===== src/rtl/pll_seq_pkg.sv =====
package pll_seq_pkg;

  typedef enum logic [1:0] {
    OP_PROGRAM   = 2'd0,
    OP_PREPARE   = 2'd1,
    OP_UNPREPARE = 2'd2,
    OP_NONE      = 2'd3
  } op_e;

  // strobes from control to datapath, one cycle each
  typedef struct packed {
    logic accept;
    logic lockSel;
    logic rstLow;
    logic rstHigh;
    logic bypSet;
    logic bypClr;
    logic loadFull;
    logic loadFast;
    logic startSettle;
    logic startTimeout;
    logic doneSet;
    logic errSet;
  } strobe_t;

  // status from datapath to control
  typedef struct packed {
    logic mpMatch;
    logic rstReleased;
    logic timerZero;
    logic lockSync;
  } status_t;

endpackage


===== src/rtl/pll_seq_dp.sv =====
module pll_seq_dp
  import pll_seq_pkg::*;
#(
  parameter int FRACTIONAL   = 0,
  parameter int TICKS_PER_US = 100,
  parameter int SETTLE_US    = 3,
  parameter int TIMEOUT_US   = 10000,
  parameter int M_W          = 10,
  parameter int P_W          = 6,
  parameter int S_W          = 3,
  parameter int K_W          = 16
) (
  input  logic           clk,
  input  logic           rstN,
  input  strobe_t        stb,
  input  logic [M_W-1:0] reqM,
  input  logic [P_W-1:0] reqP,
  input  logic [S_W-1:0] reqS,
  input  logic [K_W-1:0] reqK,
  input  logic           pllLock,
  output status_t        stat,
  output logic [31:0]    ctlWord,
  output logic [31:0]    divWord0,
  output logic [31:0]    divWord1,
  output logic           done,
  output logic           errTimeout
);

  localparam int SETTLE_CYC  = SETTLE_US * TICKS_PER_US;
  localparam int TIMEOUT_CYC = TIMEOUT_US * TICKS_PER_US;
  localparam int MAX_CYC     = (TIMEOUT_CYC > SETTLE_CYC) ? TIMEOUT_CYC : SETTLE_CYC;
  localparam int CNT_W       = $clog2(MAX_CYC + 1);

  logic [M_W-1:0] pendM, curM;
  logic [P_W-1:0] pendP, curP;
  logic [S_W-1:0] pendS, curS;
  logic [K_W-1:0] pendK, curK;
  logic           lockSelQ, rstBitQ, bypQ;
  logic           lockMeta, lockSyncQ;
  logic [CNT_W-1:0] timer;

  // pending request capture
  always_ff @(posedge clk) begin
    if (!rstN) begin
      pendM <= '0; pendP <= '0; pendS <= '0; pendK <= '0;
    end else if (stb.accept) begin
      pendM <= reqM; pendP <= reqP; pendS <= reqS; pendK <= reqK;
    end
  end

  // divider images
  always_ff @(posedge clk) begin
    if (!rstN) begin
      curM <= '0; curP <= '0; curS <= '0; curK <= '0;
    end else begin
      if (stb.loadFull) begin
        curM <= pendM;
        curP <= pendP;
      end
      if (stb.loadFull || stb.loadFast) begin
        curS <= pendS;
        if (FRACTIONAL != 0) curK <= pendK;
      end
    end
  end

  // control bits
  always_ff @(posedge clk) begin
    if (!rstN) begin
      lockSelQ <= 1'b0; rstBitQ <= 1'b0; bypQ <= 1'b0;
    end else begin
      if (stb.lockSel) lockSelQ <= 1'b1;
      if (stb.rstLow)       rstBitQ <= 1'b0;
      else if (stb.rstHigh) rstBitQ <= 1'b1;
      if (stb.bypSet)       bypQ <= 1'b1;
      else if (stb.bypClr)  bypQ <= 1'b0;
    end
  end

  // lock synchroniser
  always_ff @(posedge clk) begin
    if (!rstN) begin
      lockMeta <= 1'b0; lockSyncQ <= 1'b0;
    end else begin
      lockMeta <= pllLock; lockSyncQ <= lockMeta;
    end
  end

  // shared microsecond-derived down counter
  always_ff @(posedge clk) begin
    if (!rstN)                 timer <= '0;
    else if (stb.startSettle)  timer <= CNT_W'(SETTLE_CYC - 1);
    else if (stb.startTimeout) timer <= CNT_W'(TIMEOUT_CYC - 1);
    else if (timer != '0)      timer <= timer - 1'b1;
  end

  // completion flags
  always_ff @(posedge clk) begin
    if (!rstN) begin
      done <= 1'b0; errTimeout <= 1'b0;
    end else begin
      done <= stb.doneSet;
      if (stb.errSet)      errTimeout <= 1'b1;
      else if (stb.accept) errTimeout <= 1'b0;
    end
  end

  always_comb begin
    ctlWord     = '0;
    ctlWord[31] = lockSyncQ;
    ctlWord[29] = lockSelQ;
    ctlWord[11] = 1'b0;
    ctlWord[9]  = rstBitQ;
    ctlWord[4]  = bypQ;
  end

  assign divWord0 = {{(32-22){1'b0}}, curM, 2'b00, curP, 1'b0, curS};
  assign divWord1 = {{(32-K_W){1'b0}}, curK};

  assign stat.mpMatch     = (pendM == curM) && (pendP == curP);
  assign stat.rstReleased = rstBitQ;
  assign stat.timerZero   = (timer == '0);
  assign stat.lockSync    = lockSyncQ;

endmodule


===== src/rtl/pll_seq_ctrl.sv =====
module pll_seq_ctrl
  import pll_seq_pkg::*;
#(
  parameter int FRACTIONAL = 0
) (
  input  logic       clk,
  input  logic       rstN,
  input  logic       reqValid,
  input  logic [1:0] reqOp,
  input  status_t    stat,
  output strobe_t    stb,
  output logic       busy
);

  typedef enum logic [3:0] {
    ST_IDLE, ST_CHECK, ST_RST, ST_BYP, ST_DIV, ST_SETTLE,
    ST_PCHK, ST_REL, ST_LOCK, ST_UNBYP, ST_DOWN
  } state_e;

  state_e state, stateNext;

  always_ff @(posedge clk) begin
    if (!rstN) state <= ST_IDLE;
    else       state <= stateNext;
  end

  always_comb begin
    stateNext = state;
    stb       = '0;
    unique case (state)
      ST_IDLE: begin
        if (reqValid && (op_e'(reqOp) != OP_NONE)) begin
          stb.accept = 1'b1;
          case (op_e'(reqOp))
            OP_PROGRAM: stateNext = ST_CHECK;
            OP_PREPARE: stateNext = ST_PCHK;
            default:    stateNext = ST_DOWN;
          endcase
        end
      end
      ST_CHECK: begin
        if (stat.mpMatch) begin
          stb.loadFast = 1'b1;
          stb.doneSet  = 1'b1;
          stateNext    = ST_IDLE;
        end else if (FRACTIONAL == 0) begin
          stb.lockSel = 1'b1;
          stateNext   = ST_RST;
        end else begin
          stb.rstLow = 1'b1;
          stateNext  = ST_BYP;
        end
      end
      ST_RST: begin
        stb.rstLow = 1'b1;
        stateNext  = ST_BYP;
      end
      ST_BYP: begin
        stb.bypSet = 1'b1;
        stateNext  = ST_DIV;
      end
      ST_DIV: begin
        stb.loadFull    = 1'b1;
        stb.startSettle = 1'b1;
        stateNext       = ST_SETTLE;
      end
      ST_SETTLE: if (stat.timerZero) stateNext = ST_REL;
      ST_PCHK: begin
        if (stat.rstReleased) begin
          stb.doneSet = 1'b1;
          stateNext   = ST_IDLE;
        end else begin
          stb.bypSet = 1'b1;
          stateNext  = ST_REL;
        end
      end
      ST_REL: begin
        stb.rstHigh      = 1'b1;
        stb.startTimeout = 1'b1;
        stateNext        = ST_LOCK;
      end
      ST_LOCK: begin
        if (stat.lockSync) stateNext = ST_UNBYP;
        else if (stat.timerZero) begin
          stb.errSet = 1'b1;
          stateNext  = ST_IDLE;
        end
      end
      ST_UNBYP: begin
        stb.bypClr  = 1'b1;
        stb.doneSet = 1'b1;
        stateNext   = ST_IDLE;
      end
      ST_DOWN: begin
        stb.rstLow  = 1'b1;
        stb.doneSet = 1'b1;
        stateNext   = ST_IDLE;
      end
      default: stateNext = ST_IDLE;
    endcase
  end

  assign busy = (state != ST_IDLE);

endmodule


===== src/rtl/pll_reprog_seq.sv =====
module pll_reprog_seq
  import pll_seq_pkg::*;
#(
  parameter int FRACTIONAL   = 0,
  parameter int TICKS_PER_US = 100,
  parameter int SETTLE_US    = 3,
  parameter int TIMEOUT_US   = 10000
) (
  input  logic        clk,
  input  logic        rstN,
  input  logic        reqValid,
  input  logic [1:0]  reqOp,
  input  logic [9:0]  reqM,
  input  logic [5:0]  reqP,
  input  logic [2:0]  reqS,
  input  logic [15:0] reqK,
  input  logic        pllLock,
  output logic [31:0] ctlWord,
  output logic [31:0] divWord0,
  output logic [31:0] divWord1,
  output logic        busy,
  output logic        done,
  output logic        errTimeout
);

  strobe_t stb;
  status_t stat;

  pll_seq_ctrl #(.FRACTIONAL(FRACTIONAL)) u_ctrl (
    .clk(clk), .rstN(rstN), .reqValid(reqValid), .reqOp(reqOp),
    .stat(stat), .stb(stb), .busy(busy)
  );

  pll_seq_dp #(
    .FRACTIONAL(FRACTIONAL), .TICKS_PER_US(TICKS_PER_US),
    .SETTLE_US(SETTLE_US), .TIMEOUT_US(TIMEOUT_US),
    .M_W(10), .P_W(6), .S_W(3), .K_W(16)
  ) u_dp (
    .clk(clk), .rstN(rstN), .stb(stb),
    .reqM(reqM), .reqP(reqP), .reqS(reqS), .reqK(reqK),
    .pllLock(pllLock), .stat(stat),
    .ctlWord(ctlWord), .divWord0(divWord0), .divWord1(divWord1),
    .done(done), .errTimeout(errTimeout)
  );

endmodule


===== config.mk =====
export PLATFORM = sky130hd
export DESIGN_NAME = pll_reprog_seq
export DESIGN_NICKNAME = d
export VERILOG_FILES = /design/src/rtl/pll_seq_pkg.sv /design/src/rtl/pll_seq_dp.sv /design/src/rtl/pll_seq_ctrl.sv /design/src/rtl/pll_reprog_seq.sv
export SDC_FILE = /design/constraint.sdc
export NUM_CORES = 1
export LEC_CHECK = 0
export ABC_CLOCK_PERIOD_IN_PS = 3600
export BUFFER_PORTS_ARGS = -buffer_cell sky130_fd_sc_hd__buf_4
export CORE_ASPECT_RATIO = 1.5
export CORE_UTILIZATION = 40
export DETAILED_ROUTE_END_ITERATION = 10
export GPL_ROUTABILITY_DRIVEN = 0
export PLACE_DENSITY = 0.67
export SLEW_MARGIN = 20
export SYNTH_ARGS = -nofsm -noshare
export SYNTH_HDL_FRONTEND = slang
export SYNTH_SLANG_ARGS = --single-unit

===== constraint.sdc =====
create_clock -name clk -period 3.6 [get_ports clk]
set_clock_uncertainty 0.05 [all_clocks]
set_input_delay 0.72 -clock clk [delete_from_list [all_inputs] [get_ports clk]]
set_output_delay 0.72 -clock clk [all_outputs]
set_load 0.02 [all_outputs]

==> run summary <==
The run finished with clean final reports. On the worst path, the slowest cell contributes a delay of 550 ps. The worst path meets setup with 1170 ps of slack.

The die is 123 um tall. The quantity of I/O buffers inserted on ports is 50. The buffer count from post-CTS setup fixing came out at 0. In this run the horizontal extent of the chip is 82.5 um.

The total area inside the core boundary comes to 0.00936 mm2. The count of endpoints failing setup in the final report is 0. The wire length per cell is 12.4 um. The register area share after synthesis came out at 35.6%.

The initial utilization of the core area, before any placement, comes to 41.5%. The number of distinct standard cells referenced by the synthesized netlist came out at 47. Pin placement for this block handled 140 I/O pins.

Counting the buffers created by CTS gives 9. The cts-stage hold buffer count came out at 0. In the routed design, unresolved DRC markers number 0. The total count of max-transition violations in the final report is 0. The detailed-routing iteration count for the pre-antenna-repair pass is 4. The initialized floorplan defines 43 standard-cell rows. The path category of the worst min-delay check is flop to flop.

In this run the critical register-to-register path is launched from u_dp.timer[3]. The layout net count came out at 558. The combined global-route utilization of all metal layers came out at 16.5%. The most numerous cell type found on the critical path is sky130_fd_sc_hd__or4_4.

The startpoint identified for the worst hold timing path is u_dp.lockMeta. The register share of total power is 32.4%. The number of antenna-violating nets in the routed design came out at 0.

The number of vias per cell after detailed routing came out at 4.94. The total clock sinks is 69. Once detailed placement completed, the half-perimeter wirelength came to 5530 um. Across all register-to-register paths, the minimum setup slack is 1170 ps.

The required time of the critical path is 3800 ps. Leaving out fill and tap cells, the most frequent cell in the layout is sky130_fd_sc_hd__nand2_1. The area growth from synthesis to layout is 11.8%. The share of layout cells above drive strength 1 came out at 14.8%.

In the finished design, the share of the clock period the worst path needs comes to 67.6%. The areal power density over the cells is 795 mW/mm2. Clock-pin slew was measured on the worst setup and hold paths at 50 ps. By startpoint and endpoint, the worst setup path is classified as flop to flop.

TritonCTS built the clock tree. The hold-critical path endpoint is u_dp.lockSyncQ. STA classifies the critical path startpoint as a flop. The Yosys step of the flow raised 0 warnings. For this block, the via count after detailed routing is 3122. Summed over all nets, the switching power comes to 0.00137 W. The placed instance count is 616. The number of DRC markers after the initial detailed-route iteration is 158. The mapped cell area is 0.00388 mm2. The placement-stage worst setup slack is 1180 ps. STA puts the critical path data arrival time at 2630 ps.

The top cell types in the final layout, fill and taps aside, are 88 x sky130_fd_sc_hd__nand2_1, 73 x sky130_fd_sc_hd__conb_1, 69 x sky130_fd_sc_hd__dfxtp_1. 0 antenna diodes ended up in the layout. The fraction of power spent switching nets is 39.8%. The number of gates given a new drive strength after cts came out at 0. The clock latency on the worst-skew pair is 330 ps. The worst-case headroom to the max-slew limit is 50.3%.

Along the worst hold path, the cell count comes to 1. The async set-reset flop share out of synthesis came out at 0%. The maximum VDD drop came out at 0.000445 V. In this run, the clock network consumes 26.3% of the power. The highest clock rate is 411 MHz. The final-layout worst hold slack is 388 ps. The critical path starts at u_dp.timer[3]. The internal power of the cells totals 0.00208 W. The minimum period implied by the final worst setup slack came out at 2430 ps. The largest fanout on the critical path is 6.

Sorting the synthesized cells by area gives the leading types as sky130_fd_sc_hd__dfxtp_1 36%, sky130_fd_sc_hd__buf_4 15%, sky130_fd_sc_hd__nand2_1 8.5%, sky130_fd_sc_hd__a21boi_0 7.3%, sky130_fd_sc_hd__xor2_1 5.0%. The number of max-capacitance violations reported came out at 0. The final cell count without fillers came out at 632. The initial antenna violation count is 0.

The slowest stage cell on the critical path is sky130_fd_sc_hd__or4_4. The synthesized instance count came out at 479. The leading area contributor after synthesis is sky130_fd_sc_hd__dfxtp_1. The actual transition at the worst max-transition pin is 745 ps. The CTS root buffer is sky130_fd_sc_hd__clkbuf_16. The number of synthesized register bits is 69. The routed wire length is 7860 um. The logic gate share of total power came out at 41.3%.

The critical register-to-register path endpoint is u_dp.timer[11]. For this design the static power due to leakage is 1.87 nW. The H-tree was split into 3 levels. The top cell type's share of synthesized area came out at 35.6%.

The die covers 0.0101 mm2. The number of cells on the worst reg-to-reg path came out at 5. The most used flip-flop cell after synthesis is sky130_fd_sc_hd__dfxtp_1.

Setup repair after global routing left no endpoint under its margin. The share of the core filled with cells in the final layout is 46.4%. The synthesized design contains 0 enable-type register cells. The post-synthesis area per instance came out at 8.11 um2. The final-report hold violation count is 0.

The sum of negative setup slack came out at 0 ps. Traced cell by cell, the critical path runs through or4_4 > or4_4 > or3_4 > or4_1 > a21oi_1. The global-route wire length before repair is 12800 um. Global routing finished with a remaining overflow of 0. The worst-case clock buffer depth is 2. The pin count of the biggest net entering global routing is 60. The via count of the first global-routing pass came to 2889.

The worst setup path is captured at a flop.
## worst max path at each step
stage / endpoint / slack [ps] / cells after the start
2_1_floorplan: u_dp.timer[11] / 1230 / 6
3_3_place_gp: u_dp.timer[12] / 1200 / 5
3_5_place_dp: u_dp.timer[11] / 1180 / 5
4_1_cts: u_dp.timer[11] / 1160 / 5
5_1_grt: u_dp.timer[12] / 1070 / 5
6_report: u_dp.timer[11] / 1170 / 5
## area by class of cell
type	count	area, um2
Multi-Input combinational cell	376	2080
Timing Repair Buffer	54	405
Tap cell	112	140
Clock buffer	13	270
Clock inverter	3	42.5
Fill cell	918	5020
Inverter	5	18.8
Sequential cell	69	1380
## worst max-delay path: cells and delay by family, from the launching register on
family	cells	cell delay, ps
simple gates	4	1820
flops	1	350
compound gates	1	140
## layer usage
layer | global-route usage (%) | up-vias | part of all wire [%]
li1 | - | 1560 | -
met1 | 17.8 | 1437 | 40
met2 | 29.1 | 110 | 53
met3 | 4.16 | 15 | 5.0
met4 | 8.00 | 0 | 1.9
met5 | 0 | - | 0
## cell families after synthesis
kind of cell | Yosys count | share of synthesized area [%]
compound gates | 96 | 17.2
xor+xnor | 29 | 6.54
fa+ha+maj | 2 | 0.644
buf+inv | 106 | 17.9
flops | 69 | 35.6
mux | 2 | 0.515
other cells | 1 | 0.0966
simple gates | 174 | 21.6
## power groups by stage
stage | sequential [W] | clock [W] | combinational (W)
floorplan | 0.00107 | 0 | 0.00121
global placement | 0.00112 | 0 | 0.00140
detailed placement | 0.00113 | 0 | 0.00142
CTS | 0.00112 | 0.000923 | 0.00143
global route | 0.00114 | 0.000948 | 0.00160
finish | 0.00112 | 0.000908 | 0.00143
## Yosys cell counts (7+ instances only)
master	number
sky130_fd_sc_hd__nor2_1	20
sky130_fd_sc_hd__buf_4	77
sky130_fd_sc_hd__o21ai_0	11
sky130_fd_sc_hd__clkbuf_1	23
sky130_fd_sc_hd__a21oi_1	17
sky130_fd_sc_hd__a21boi_0	38
sky130_fd_sc_hd__xnor2_1	7
sky130_fd_sc_hd__nor3_1	8
sky130_fd_sc_hd__nor4_1	10
sky130_fd_sc_hd__nand2_1	88
sky130_fd_sc_hd__xor2_1	22
sky130_fd_sc_hd__dfxtp_1	69
## through the flow
step | power, W | cell area [um2]
after detailed placement | 0.00256 | 4030
final | 0.00345 | 4340
after global placement | 0.00252 | 4030
after CTS | 0.00347 | 4340
after global routing | 0.00369 | 4340
after floorplan | 0.00229 | 4150
## flip-flops by register name, summed over array words and instances, names as in the netlist
signal           count
u_ctrl.state         4
u_dp.bypQ            1
u_dp.curM           10
u_dp.curP            6
u_dp.curS            3
u_dp.done            1
u_dp.errTimeout      1
u_dp.lockMeta        1
u_dp.lockSelQ        1
u_dp.lockSyncQ       1
u_dp.pendM          10
u_dp.pendP           6
u_dp.pendS           3
u_dp.rstBitQ         1
u_dp.timer          20
Note: power is estimated with default switching activity, not from simulation.
